--- config.mk ---
export PLATFORM = sky130hd
export DESIGN_NAME = mm_timer16
export DESIGN_NICKNAME = d
export VERILOG_FILES = /design/src/rtl/mmt_pkg.sv /design/src/rtl/mmt_timebase.sv /design/src/rtl/mmt_fall_smp.sv /design/src/rtl/mmt_core.sv /design/src/rtl/mm_timer16.sv
export SDC_FILE = /design/constraint.sdc
export NUM_CORES = 1
export LEC_CHECK = 0
export ABC_AREA = 1
export CAP_MARGIN = 10
export CORE_MARGIN = 2
export CORE_UTILIZATION = 40
export CTS_CLUSTER_SIZE = 12
export DETAILED_ROUTE_END_ITERATION = 16
export GPL_ROUTABILITY_DRIVEN = 0
export PLACE_DENSITY_LB_ADDON = 0.1
export SYNTH_ARGS = -nofsm -noshare
export SYNTH_HDL_FRONTEND = slang
export SYNTH_SLANG_ARGS = --single-unit
--- constraint.sdc ---
create_clock -name clk -period 2.5 [get_ports clk]
set_clock_uncertainty 0.15 [all_clocks]
set_input_delay 0.25 -clock clk [delete_from_list [all_inputs] [get_ports clk]]
set_output_delay 0.25 -clock clk [all_outputs]
set_load 0.01 [all_outputs]
--- src/rtl/mmt_pkg.sv ---
package mmt_pkg;
  localparam int unsigned HALF_W = 8;
  localparam int unsigned CNT_W  = 2 * HALF_W;
  localparam int unsigned ADDR_W = 3;

  localparam logic [ADDR_W-1:0] A_CNT_LO = ADDR_W'(0);
  localparam logic [ADDR_W-1:0] A_CNT_HI = ADDR_W'(1);
  localparam logic [ADDR_W-1:0] A_RLD_LO = ADDR_W'(2);
  localparam logic [ADDR_W-1:0] A_RLD_HI = ADDR_W'(3);
  localparam logic [ADDR_W-1:0] A_CTRL   = ADDR_W'(4);
  localparam logic [ADDR_W-1:0] A_STAT   = ADDR_W'(5);

  typedef enum logic [1:0] {MD_OFF, MD_CAPT, MD_ARL, MD_BAUD} mode_e;

  typedef struct packed {
    logic spare;
    logic down_en;
    logic trig_en;
    logic tx_clk;
    logic rx_clk;
    logic cap_sel;
    logic ext_sel;
    logic run;
  } ctrl_t;

  function automatic mode_e decode_mode(ctrl_t c);
    if (!c.run) return MD_OFF;
    if (c.rx_clk || c.tx_clk) return MD_BAUD;
    return c.cap_sel ? MD_CAPT : MD_ARL;
  endfunction

  function automatic logic [CNT_W-1:0] put_half(logic [CNT_W-1:0] v, logic hi,
                                                logic [HALF_W-1:0] b);
    logic [CNT_W-1:0] r;
    r = v;
    if (hi) r[CNT_W-1:HALF_W] = b;
    else    r[HALF_W-1:0]     = b;
    return r;
  endfunction

  function automatic logic [HALF_W-1:0] get_half(logic [CNT_W-1:0] v, logic hi);
    return hi ? v[CNT_W-1:HALF_W] : v[HALF_W-1:0];
  endfunction

  function automatic logic [CNT_W-1:0] bump(logic [CNT_W-1:0] v, logic down);
    return down ? (v - CNT_W'(1)) : (v + CNT_W'(1));
  endfunction
endpackage

--- src/rtl/mmt_timebase.sv ---
module mmt_timebase #(
  parameter int unsigned MC_CLKS  = 12,
  parameter int unsigned BAUD_DIV = 2
) (
  input  logic clk,
  input  logic rst_n,
  output logic mc_tick,
  output logic baud_step
);
  localparam int unsigned PH_W = (MC_CLKS > 1) ? $clog2(MC_CLKS) : 1;
  localparam int unsigned BD_W = (BAUD_DIV > 1) ? $clog2(BAUD_DIV) : 1;
  localparam logic [PH_W-1:0] PH_LAST = PH_W'(MC_CLKS - 1);
  localparam logic [BD_W-1:0] BD_LAST = BD_W'(BAUD_DIV - 1);

  logic [PH_W-1:0] ph_q;
  logic [BD_W-1:0] bd_q;

  always_ff @(posedge clk or negedge rst_n) begin
    if (!rst_n) begin
      ph_q <= '0;
      bd_q <= '0;
    end else begin
      ph_q <= (ph_q == PH_LAST) ? '0 : ph_q + 1'b1;
      bd_q <= (bd_q == BD_LAST) ? '0 : bd_q + 1'b1;
    end
  end

  assign mc_tick   = (ph_q == PH_LAST);
  assign baud_step = (bd_q == BD_LAST);

  // machine-cycle ticks never come back to back
  p_mc_gap_r4: assert property (@(posedge clk) disable iff (!rst_n)
    mc_tick |=> !mc_tick);
endmodule

--- src/rtl/mmt_fall_smp.sv ---
module mmt_fall_smp (
  input  logic clk,
  input  logic rst_n,
  input  logic smp_en,
  input  logic pin,
  output logic fall_o
);
  logic last_q;

  always_ff @(posedge clk or negedge rst_n) begin
    if (!rst_n) begin
      last_q <= 1'b0;
      fall_o <= 1'b0;
    end else begin
      fall_o <= smp_en & last_q & ~pin;
      if (smp_en) last_q <= pin;
    end
  end

  // an edge pulse only follows a sampling clock
  p_fall_after_sample_r5: assert property (@(posedge clk) disable iff (!rst_n)
    fall_o |-> $past(smp_en));
  // an edge pulse lasts one clock
  p_fall_single_r5: assert property (@(posedge clk) disable iff (!rst_n)
    fall_o |=> !fall_o);
endmodule

--- src/rtl/mmt_core.sv ---
module mmt_core
  import mmt_pkg::*;
(
  input  logic              clk,
  input  logic              rst_n,
  input  logic              mc_tick,
  input  logic              baud_step,
  input  logic              ext_fall,
  input  logic              trig_fall,
  input  logic              trig_lvl,
  input  logic              wr_en,
  input  logic [ADDR_W-1:0] wr_addr,
  input  logic [HALF_W-1:0] wr_data,
  input  logic [ADDR_W-1:0] rd_addr,
  output logic [HALF_W-1:0] rd_data,
  output logic              ovf_flag,
  output logic              evt_flag,
  output logic              baud_tick
);
  ctrl_t            ctrl_q;
  logic [CNT_W-1:0] cnt_q, rld_q, cnt_nx;
  logic             ovf_q, evt_q, tick_q;
  mode_e            mode;

  // named internal events
  logic cnt_wr, rld_wr, stat_wr, src_step, do_step, go_down, at_top, at_floor;
  logic wrap_evt, ovf_set, evt_tgl, cap_evt, baud_wrap;

  assign mode     = decode_mode(ctrl_q);
  assign cnt_wr   = wr_en && (wr_addr == A_CNT_LO || wr_addr == A_CNT_HI);
  assign rld_wr   = wr_en && (wr_addr == A_RLD_LO || wr_addr == A_RLD_HI);
  assign stat_wr  = wr_en && (wr_addr == A_STAT);
  assign src_step = (mode == MD_BAUD) ? baud_step : (ctrl_q.ext_sel ? ext_fall : mc_tick);
  assign do_step  = (mode != MD_OFF) && src_step && !cnt_wr;
  assign go_down  = (mode == MD_ARL) && ctrl_q.down_en && !trig_lvl;
  assign at_top   = &cnt_q;
  assign at_floor = (cnt_q == rld_q);
  assign wrap_evt = do_step && (go_down ? at_floor : at_top);
  assign ovf_set  = wrap_evt && (mode != MD_BAUD);
  assign baud_wrap = wrap_evt && (mode == MD_BAUD);
  assign evt_tgl  = wrap_evt && (mode == MD_ARL) && ctrl_q.down_en;
  assign cap_evt  = (mode == MD_CAPT) && ctrl_q.trig_en && trig_fall;

  always_comb begin
    if (cnt_wr)                             cnt_nx = put_half(cnt_q, wr_addr == A_CNT_HI, wr_data);
    else if (!do_step)                      cnt_nx = cnt_q;
    else if (go_down && at_floor)           cnt_nx = '1;
    else if (go_down)                       cnt_nx = bump(cnt_q, 1'b1);
    else if (at_top && mode != MD_CAPT)     cnt_nx = rld_q;
    else                                    cnt_nx = bump(cnt_q, 1'b0);
  end

  always_ff @(posedge clk or negedge rst_n) begin
    if (!rst_n) begin
      ctrl_q <= '0;
      cnt_q  <= '0;
      rld_q  <= '0;
      ovf_q  <= 1'b0;
      evt_q  <= 1'b0;
      tick_q <= 1'b0;
    end else begin
      cnt_q  <= cnt_nx;
      tick_q <= baud_wrap;
      if (wr_en && wr_addr == A_CTRL) ctrl_q <= ctrl_t'(wr_data);
      if (cap_evt)     rld_q <= cnt_q;
      else if (rld_wr) rld_q <= put_half(rld_q, wr_addr == A_RLD_HI, wr_data);
      ovf_q <= (ovf_q & ~(stat_wr & wr_data[0])) | ovf_set;
      evt_q <= ((evt_q & ~(stat_wr & wr_data[1])) | cap_evt) ^ evt_tgl;
    end
  end

  always_comb begin
    case (rd_addr)
      A_CNT_LO: rd_data = get_half(cnt_q, 1'b0);
      A_CNT_HI: rd_data = get_half(cnt_q, 1'b1);
      A_RLD_LO: rd_data = get_half(rld_q, 1'b0);
      A_RLD_HI: rd_data = get_half(rld_q, 1'b1);
      A_CTRL:   rd_data = ctrl_q;
      A_STAT:   rd_data = {{(HALF_W-2){1'b0}}, evt_q, ovf_q};
      default:  rd_data = '0;
    endcase
  end

  assign ovf_flag  = ovf_q;
  assign evt_flag  = evt_q;
  assign baud_tick = tick_q;

  // a count low-byte write lands regardless of counting
  p_write_wins_r2: assert property (@(posedge clk) disable iff (!rst_n)
    (wr_en && wr_addr == A_CNT_LO) |=> (cnt_q[HALF_W-1:0] == $past(wr_data)));
  // count holds while the block is off
  p_off_holds_r3: assert property (@(posedge clk) disable iff (!rst_n)
    (mode == MD_OFF && !cnt_wr) |=> $stable(cnt_q));
  // a down wrap gives all ones and sets overflow
  p_down_wrap_r7: assert property (@(posedge clk) disable iff (!rst_n)
    (do_step && go_down && at_floor) |=> ((&cnt_q) && ovf_q));
  // capture stores the pre-step count and raises the event flag
  p_capture_copy_r8: assert property (@(posedge clk) disable iff (!rst_n)
    cap_evt |=> (rld_q == $past(cnt_q) && evt_q));
  // baud mode never raises overflow
  p_baud_no_ovf_r9: assert property (@(posedge clk) disable iff (!rst_n)
    (mode == MD_BAUD && !ovf_q) |=> !ovf_q);
  // a tick only follows a clock spent in baud mode
  p_tick_in_baud_r9: assert property (@(posedge clk) disable iff (!rst_n)
    baud_tick |-> $past(mode == MD_BAUD));
  // overflow stays set until cleared
  p_ovf_sticky_r10: assert property (@(posedge clk) disable iff (!rst_n)
    (ovf_q && !(stat_wr && wr_data[0])) |=> ovf_q);
endmodule

--- src/rtl/mm_timer16.sv ---
module mm_timer16
  import mmt_pkg::*;
#(
  parameter int unsigned MC_CLKS  = 12,
  parameter int unsigned BAUD_DIV = 2
) (
  input  logic              clk,
  input  logic              rst_n,
  input  logic              ext_cnt_i,
  input  logic              ext_trig_i,
  input  logic              wr_en_i,
  input  logic [ADDR_W-1:0] wr_addr_i,
  input  logic [HALF_W-1:0] wr_data_i,
  input  logic [ADDR_W-1:0] rd_addr_i,
  output logic [HALF_W-1:0] rd_data_o,
  output logic              ovf_flag_o,
  output logic              evt_flag_o,
  output logic              baud_tick_o
);
  localparam int unsigned NPIN = 2;

  logic            mc_tick, baud_step;
  logic [NPIN-1:0] pin_v, fall_v;

  assign pin_v = {ext_trig_i, ext_cnt_i};

  mmt_timebase #(.MC_CLKS(MC_CLKS), .BAUD_DIV(BAUD_DIV)) u_tb (
    .clk(clk), .rst_n(rst_n), .mc_tick(mc_tick), .baud_step(baud_step));

  for (genvar g = 0; g < NPIN; g++) begin : g_smp
    mmt_fall_smp u_smp (
      .clk(clk), .rst_n(rst_n), .smp_en(mc_tick), .pin(pin_v[g]), .fall_o(fall_v[g]));
  end

  mmt_core u_core (
    .clk(clk), .rst_n(rst_n), .mc_tick(mc_tick), .baud_step(baud_step),
    .ext_fall(fall_v[0]), .trig_fall(fall_v[1]), .trig_lvl(ext_trig_i),
    .wr_en(wr_en_i), .wr_addr(wr_addr_i), .wr_data(wr_data_i),
    .rd_addr(rd_addr_i), .rd_data(rd_data_o),
    .ovf_flag(ovf_flag_o), .evt_flag(evt_flag_o), .baud_tick(baud_tick_o));
endmodule

==> flow_summary.json, run 1 <==
{
  "outcome": "finished clean",
  "slew_headroom": 0.6141,
  "start_util": 0.4053,
  "grt_antenna_before_repair": 0,
  "row_count": 38,
  "cts_tree": "yes",
  "peakVddDrop_uv": 366.3,
  "wirelength_mm": 16.14,
  "max_stage_delay_ns": 0.58,
  "r2r-start": "u_core.cnt_q[2]",
  "path_max_fanout": 4,
  "timing.fmax_mhz": 404.3,
  "track_usage": 0.2909,
  "placed_cell_area_sq_mm": 0.004895,
  "wl_per_cell_um": 18.43,
  "clock_sinks": 52,
  "htreeDepth": 2,
  "ys_seq_area_frac": 0.2988,
  "synth_fp_nets": 711,
  "first_pass_iters": 5,
  "drive_gt1_frac": 0.1291,
  "synth_flop_cell": "dfrtp_1",
  "fin_cells": 876,
  "gr-total-overflow": 0,
  "postSynthAreaPerCell_sq_um": 6.321,
  "vias": 4800,
  "p_leak_nw": 2.621,
  "reg2reg_depth": 11,
  "diodes": 0,
  "drt_iter0_markers": 515,
  "slew_violations": 0,
  "cts_root_buf": "clkbuf_8",
  "rrSetupSlack_ns": 0.21,
  "netlist-cell-type-count": 38,
  "ios": 30,
  "powerDensity_mw_per_mm2": 943.4,
  "rsz0062_at_grt": "yes",
  "critical_path.cell_chain": "clkdlybuf4s50_1 > inv_1 > nor3_1 > buf_4 > a221oi_1 > o211ai_1 > clkdlybuf4s50_1",
  "critPathSlowestCell": "clkdlybuf4s50_1",
  "netlist.area_leader.share": 0.2988,
  "die_w_um": 108.4,
  "grt_max_degree": 26,
  "worstSetupStartpointType": "input pin",
  "ys_warn_count": 0,
  "dpl.cell_count": 866,
  "first_global_vias": 4570,
  "worstSetupPathType": "input pin to output pin",
  "endpoint_kind": "output pin",
  "setup_ws_ns": 0.02688,
  "dieArea_sq_mm": 0.01174,
  "crit_top_cell": "clkdlybuf4s50_1",
  "maxCapViolations": 0,
  "viasPerCell": 5.479,
  "fin_nets": 757,
  "final_cell_mix": "nand2_1, nor2_1, inv_1, nand3_1, dfrtp_1",
  "r2r-end": "u_core.evt_flag",
  "grt_pass1_wl_mm": 25.29,
  "dpl.hpwl_mm": 12.81,
  "portBuffers": 29,
  "clock_latency_ns": 0.32,
  "final_common_cell": "nand2_1",
  "dp_slack_ns": -0.05602,
  "synth_cells": 689,
  "fp.coreArea_sq_mm": 0.01075,
  "worstMarginPinSlew_ns": 0.5772,
  "fin_crit_sh": 0.9892,
  "ys_ff_latch": 52,
  "async_flop_share": 1.000,
  "final_cell_area_sq_mm": 0.005052,
  "startpoint": "rd_addr_i[1]",
  "cts.clk_slew.worst_paths_ns": 0.10,
  "clockBufferDepth": 2,
  "hold_viol_final": 0,
  "fp.dieH_um": 108.4,
  "nFillCells": 1183,
  "arrival_ns": 2.07,
  "worstHoldPathType": "input pin to asynchronous set/reset pin",
  "yosys.area.top_type": "dfrtp_1",
  "synthToLayoutAreaGrowth_pct": 16.00,
  "syn-cell-area_sq_mm": 0.004355,
  "ant_nets": 0,
  "fin_crit_ns": 2.473,
  "required_ns": 2.10,
  "setup-violations-final": 0,
  "synth_edf_count": 0,
  "synth_area_leaders": "dfrtp_1, nand2_1, nor2_1",
  "drc": 0,
  "cts_buffers": 5
}
[cells in the mapped netlist, types with 2 or more instances]
master,count
o21ai_0,23
nor2_2,5
clkbuf_1,2
o21ai_1,6
a221oi_1,5
nand2_4,3
inv_1,69
buf_4,11
nor3b_1,2
o21ai_2,8
nor2_4,4
o22ai_1,4
xnor2_1,2
o211ai_1,4
nand4_1,6
nor2_1,104
xor2_1,11
nor3_1,5
ha_1,3
inv_2,19
dfrtp_1,52
nand3_1,55
o221ai_1,18
buf_6,2
a21oi_2,5
nand2_2,4
a21oi_1,21
buf_2,5
nand2_1,222
[worst max-delay path: cells and delay by family]
family,cells,cell delay [ns]
buffers and inverters,4,1.41
AO/OA/AOI/OAI,2,0.20
AND/OR/NAND/NOR,1,0.22
[cells by family (layout without fill, tap and decap cells)]
family,after synthesis,after routing,synth area share
simple gates,416,416,0.4096
flops,52,52,0.2988
xor+xnor,13,13,0.02614
fa+ha+maj,3,3,0.008619
compound gates,96,96,0.1462
buf+inv,109,156,0.1106
[cell type report]
| class | count | area, sq um | share of cell area |
|---|---|---|---|
| clock buffer | 7 | 96.34 | 0.01907 |
| sequential | 52 | 1301 | 0.2576 |
| multi-input combinational | 528 | 2589 | 0.5124 |
| inverter | 88 | 330.3 | 0.06538 |
| tap | 140 | 175.2 | 0.03467 |
| timing repair buffer | 60 | 530.5 | 0.1050 |
| clock inverter | 1 | 30.03 | 0.005944 |
[layer usage]
layer,vias up,part of all wire,global-route usage
met5,-,0,0
met4,0,0.039,0.1300
met3,49,0.077,0.04400
met2,230,0.45,0.4578
met1,2214,0.44,0.3948
li1,2307,-,-
[state kept, by name, summed over array words and instances, names as in the netlist, 2 cells and up]
| name | count |
|---|---|
| u_tb.ph_q | 4 |
| u_core.ctrl_q | 8 |
| g_smp.u_smp.fall_o | 2 |
| u_core.cnt_q | 16 |
| g_smp.u_smp.last_q | 2 |
| u_core.rld_q | 16 |
[through the flow]
stage / utilization / hold WS, ns / power (mW) / TNS [ns]
after floorplan: - / -0.1956 / 3.205 / 0
after global placement: 0.4555 / 0.09147 / 4.058 / -0.07806
after detailed placement: 0.4555 / 0.09236 / 4.066 / -0.1962
after CTS: 0.4687 / 0.2780 / 4.717 / 0
after global routing: 0.4702 / 0.2834 / 5.129 / -0.1033
final: 0.4702 / 0.2672 / 4.767 / 0
[timing repair]
action | CTS | global route
pin swaps | 0 | 0
endpoints found under the setup margin | 8 | 3
hold buffers | 1 | 0
resized for setup | 7 | 4
hold endpoints to repair | 18 | 0
cloned | 0 | 0
setup buffers | 1 | 0
[worst max path at each step]
stage / depth (start not counted) / slack [ns] / endpoint
after floorplan: 12 / 0.65 / u_core.cnt_q[1]
after global placement: 8 / -0.05 / rd_data_o[6]
after detailed placement: 8 / -0.06 / rd_data_o[6]
after CTS: 7 / 0.00004 / rd_data_o[2]
after global routing: 7 / -0.08 / rd_data_o[0]
final: 7 / 0.03 / rd_data_o[0]
[power by group]
part	switching, mW	internal (mW)	leakage (nW)
combinational	1.65	0.937	1.94
sequential	0.478	1.05	0.619
clock	0.305	0.354	0.0645
(Power assumes the default switching activity.)
==> run 2, diff against run 1 <==
- CORE_MARGIN: 2 -> default
- CORE_UTILIZATION: 40 -> 43
- SETUP_SLACK_MARGIN: default -> 0.15
==> run 2 against run 1 <==
- sequential cell count did not move
- global-route usage rose by 3.0 points
- cell count fell by 0.34%
- design area fell by 0.37%
- combinational power rose by 5%
- non-clock buffer count rose by 4
- largest power group unchanged
- register-to-register slack improved by 0.07 ns
- fmax rose by 9.1%
- via count rose by 0.96%
- critical path type is now flip-flop to output pin
- first-iteration DRC count rose by 8.9%
- sequential power barely moved
- clock-buffer cell count fell by 1
==> flow_summary.json, run 2 (synthesized netlist as in run 1, its figures left out) <==
{
  "final_cell_mix": "nand2_1, nor2_1, inv_1, nand3_1, dfrtp_1",
  "fin_crit_ns": 2.266,
  "row_count": 36,
  "rrSetupSlack_ns": 0.28,
  "slew_headroom": 0.5190,
  "dpl.hpwl_mm": 12.43,
  "setup_ws_ns": 0.2337,
  "hold_depth": 1,
  "whs_ns": 0.2635,
  "worstHoldPathType": "flip-flop to flip-flop",
  "dieArea_sq_mm": 0.01054,
  "top_regs": "u_core.cnt_q (16), u_core.rld_q (16), u_core.ctrl_q (8)",
  "hold_viol_final": 0,
  "vias": 4846,
  "htreeDepth": 2,
  "start_util": 0.4456,
  "final_common_cell": "nand2_1",
  "portBuffers": 29,
  "fin_crit_sh": 0.9065,
  "ant_nets": 0,
  "grt_max_degree": 53,
  "path_max_fanout": 8,
  "first_pass_iters": 8,
  "hold_start": "u_tb.baud_step",
  "r2r-start": "u_core.cnt_q[3]",
  "arrival_ns": 1.87,
  "diodes": 0,
  "timing.fmax_mhz": 441.3,
  "fin_nets": 761,
  "required_ns": 2.10,
  "cts.clk_slew.worst_paths_ns": 0.10,
  "drt_iter0_markers": 561,
  "post-route-util": 0.5150,
  "wirelength_mm": 15.80,
  "cts_tree": "yes",
  "r2r-end": "u_core.evt_flag",
  "worstSetupStartpointType": "flip-flop",
  "drc": 0,
  "reg2reg_depth": 10,
  "cts_root_buf": "clkbuf_8",
  "wl_per_cell_um": 18.09,
  "grt_pass1_wl_mm": 24.84,
  "clock_sinks": 52,
  "worstMarginPinSlew_ns": 0.7214,
  "drive_gt1_frac": 0.1365,
  "synthToLayoutAreaGrowth_pct": 15.57,
  "grt_antenna_before_repair": 0,
  "powerDensity_mw_per_mm2": 944.7,
  "ios": 30,
  "outcome": "finished clean",
  "rsz0062_at_grt": "no",
  "viasPerCell": 5.551,
  "gr-total-overflow": 0,
  "setup_tns_ns": 0,
  "clock_latency_ns": 0.33,
  "cts_buffers": 5,
  "fp.dieH_um": 102.6,
  "p_leak_nw": 2.610,
  "peakVddDrop_uv": 350.9,
  "dp_slack_ns": -0.06106,
  "maxCapViolations": 0,
  "slew_violations": 0,
  "fp.coreArea_sq_mm": 0.009774,
  "worstSetupPathType": "flip-flop to output pin",
  "die_w_um": 102.6,
  "endpoint_kind": "output pin",
  "setup-violations-final": 0,
  "clockBufferDepth": 2,
  "first_global_vias": 4567,
  "startpoint": "u_core.cnt_q[13]",
  "hold_end": "u_tb.baud_step",
  "track_usage": 0.3206
}
-- run 2: worst max-delay path by stage --
stage	end	slack, ns	cells after the start
6_report	rd_data_o[5]	0.23	5
5_1_grt	u_core.cnt_q[12]	0.16	10
4_1_cts	rd_data_o[5]	0.19	5
3_5_place_dp	rd_data_o[0]	-0.06	7
3_3_place_gp	rd_data_o[0]	-0.02	7
2_1_floorplan	u_core.cnt_q[1]	0.65	12
-- run 2: power breakdown --
group | total [mW] | leakage, nW | internal (mW) | switching [mW]
clock | 0.550 | 0.0516 | 0.228 | 0.322
sequential | 1.49 | 0.618 | 1.05 | 0.444
combinational | 2.71 | 1.94 | 0.990 | 1.72
total | 4.76 | 2.61 | 2.27 | 2.49
-- run 2: layout make-up --
type                            instances  area [sq um]
Inverter                               88         332.8
Multi-Input combinational cell        528          2592
Tap cell                              133         166.4
Timing Repair Buffer                   64         541.8
Fill cell                            1012          4741
Clock inverter                          2         13.76
Clock buffer                            6         82.58
Sequential cell                        52          1304
-- run 2: metal layers --
layer  wire length (um)  track usage
met1               6741       0.4304
met2               7159       0.5118
met3               1345      0.05424
met4                549       0.1308
met5                  0            0
-- run 2: timing repair --
item / 4_1_cts / 5_1_grt
hold endpoints to repair: 52 / 0
buffers inserted: 1 / 0
setup endpoints to repair: 8 / 8
cloned: 0 / 0
gates resized for setup: 11 / 7
hold buffers: 1 / 0
-- run 2: metrics by stage --
| step | total power [mW] | std cells | cell area, sq um |
|---|---|---|---|
| finish | 4.755 | 873 | 5034 |
| global route | 5.128 | 873 | 5034 |
| CTS | 4.679 | 873 | 5016 |
| detailed placement | 4.143 | 863 | 4903 |
| global placement | 4.116 | 863 | 4903 |
| floorplan | 3.205 | 689 | 4355 |
-- run 2: worst max-delay path, stage by stage, from the launching register on --
cell and delay (ns):
dfrtp_1 0.50, inv_4 0.16, o22ai_1 0.10, a221oi_1 0.22
nand2_1 0.08, clkdlybuf4s50_1 0.48
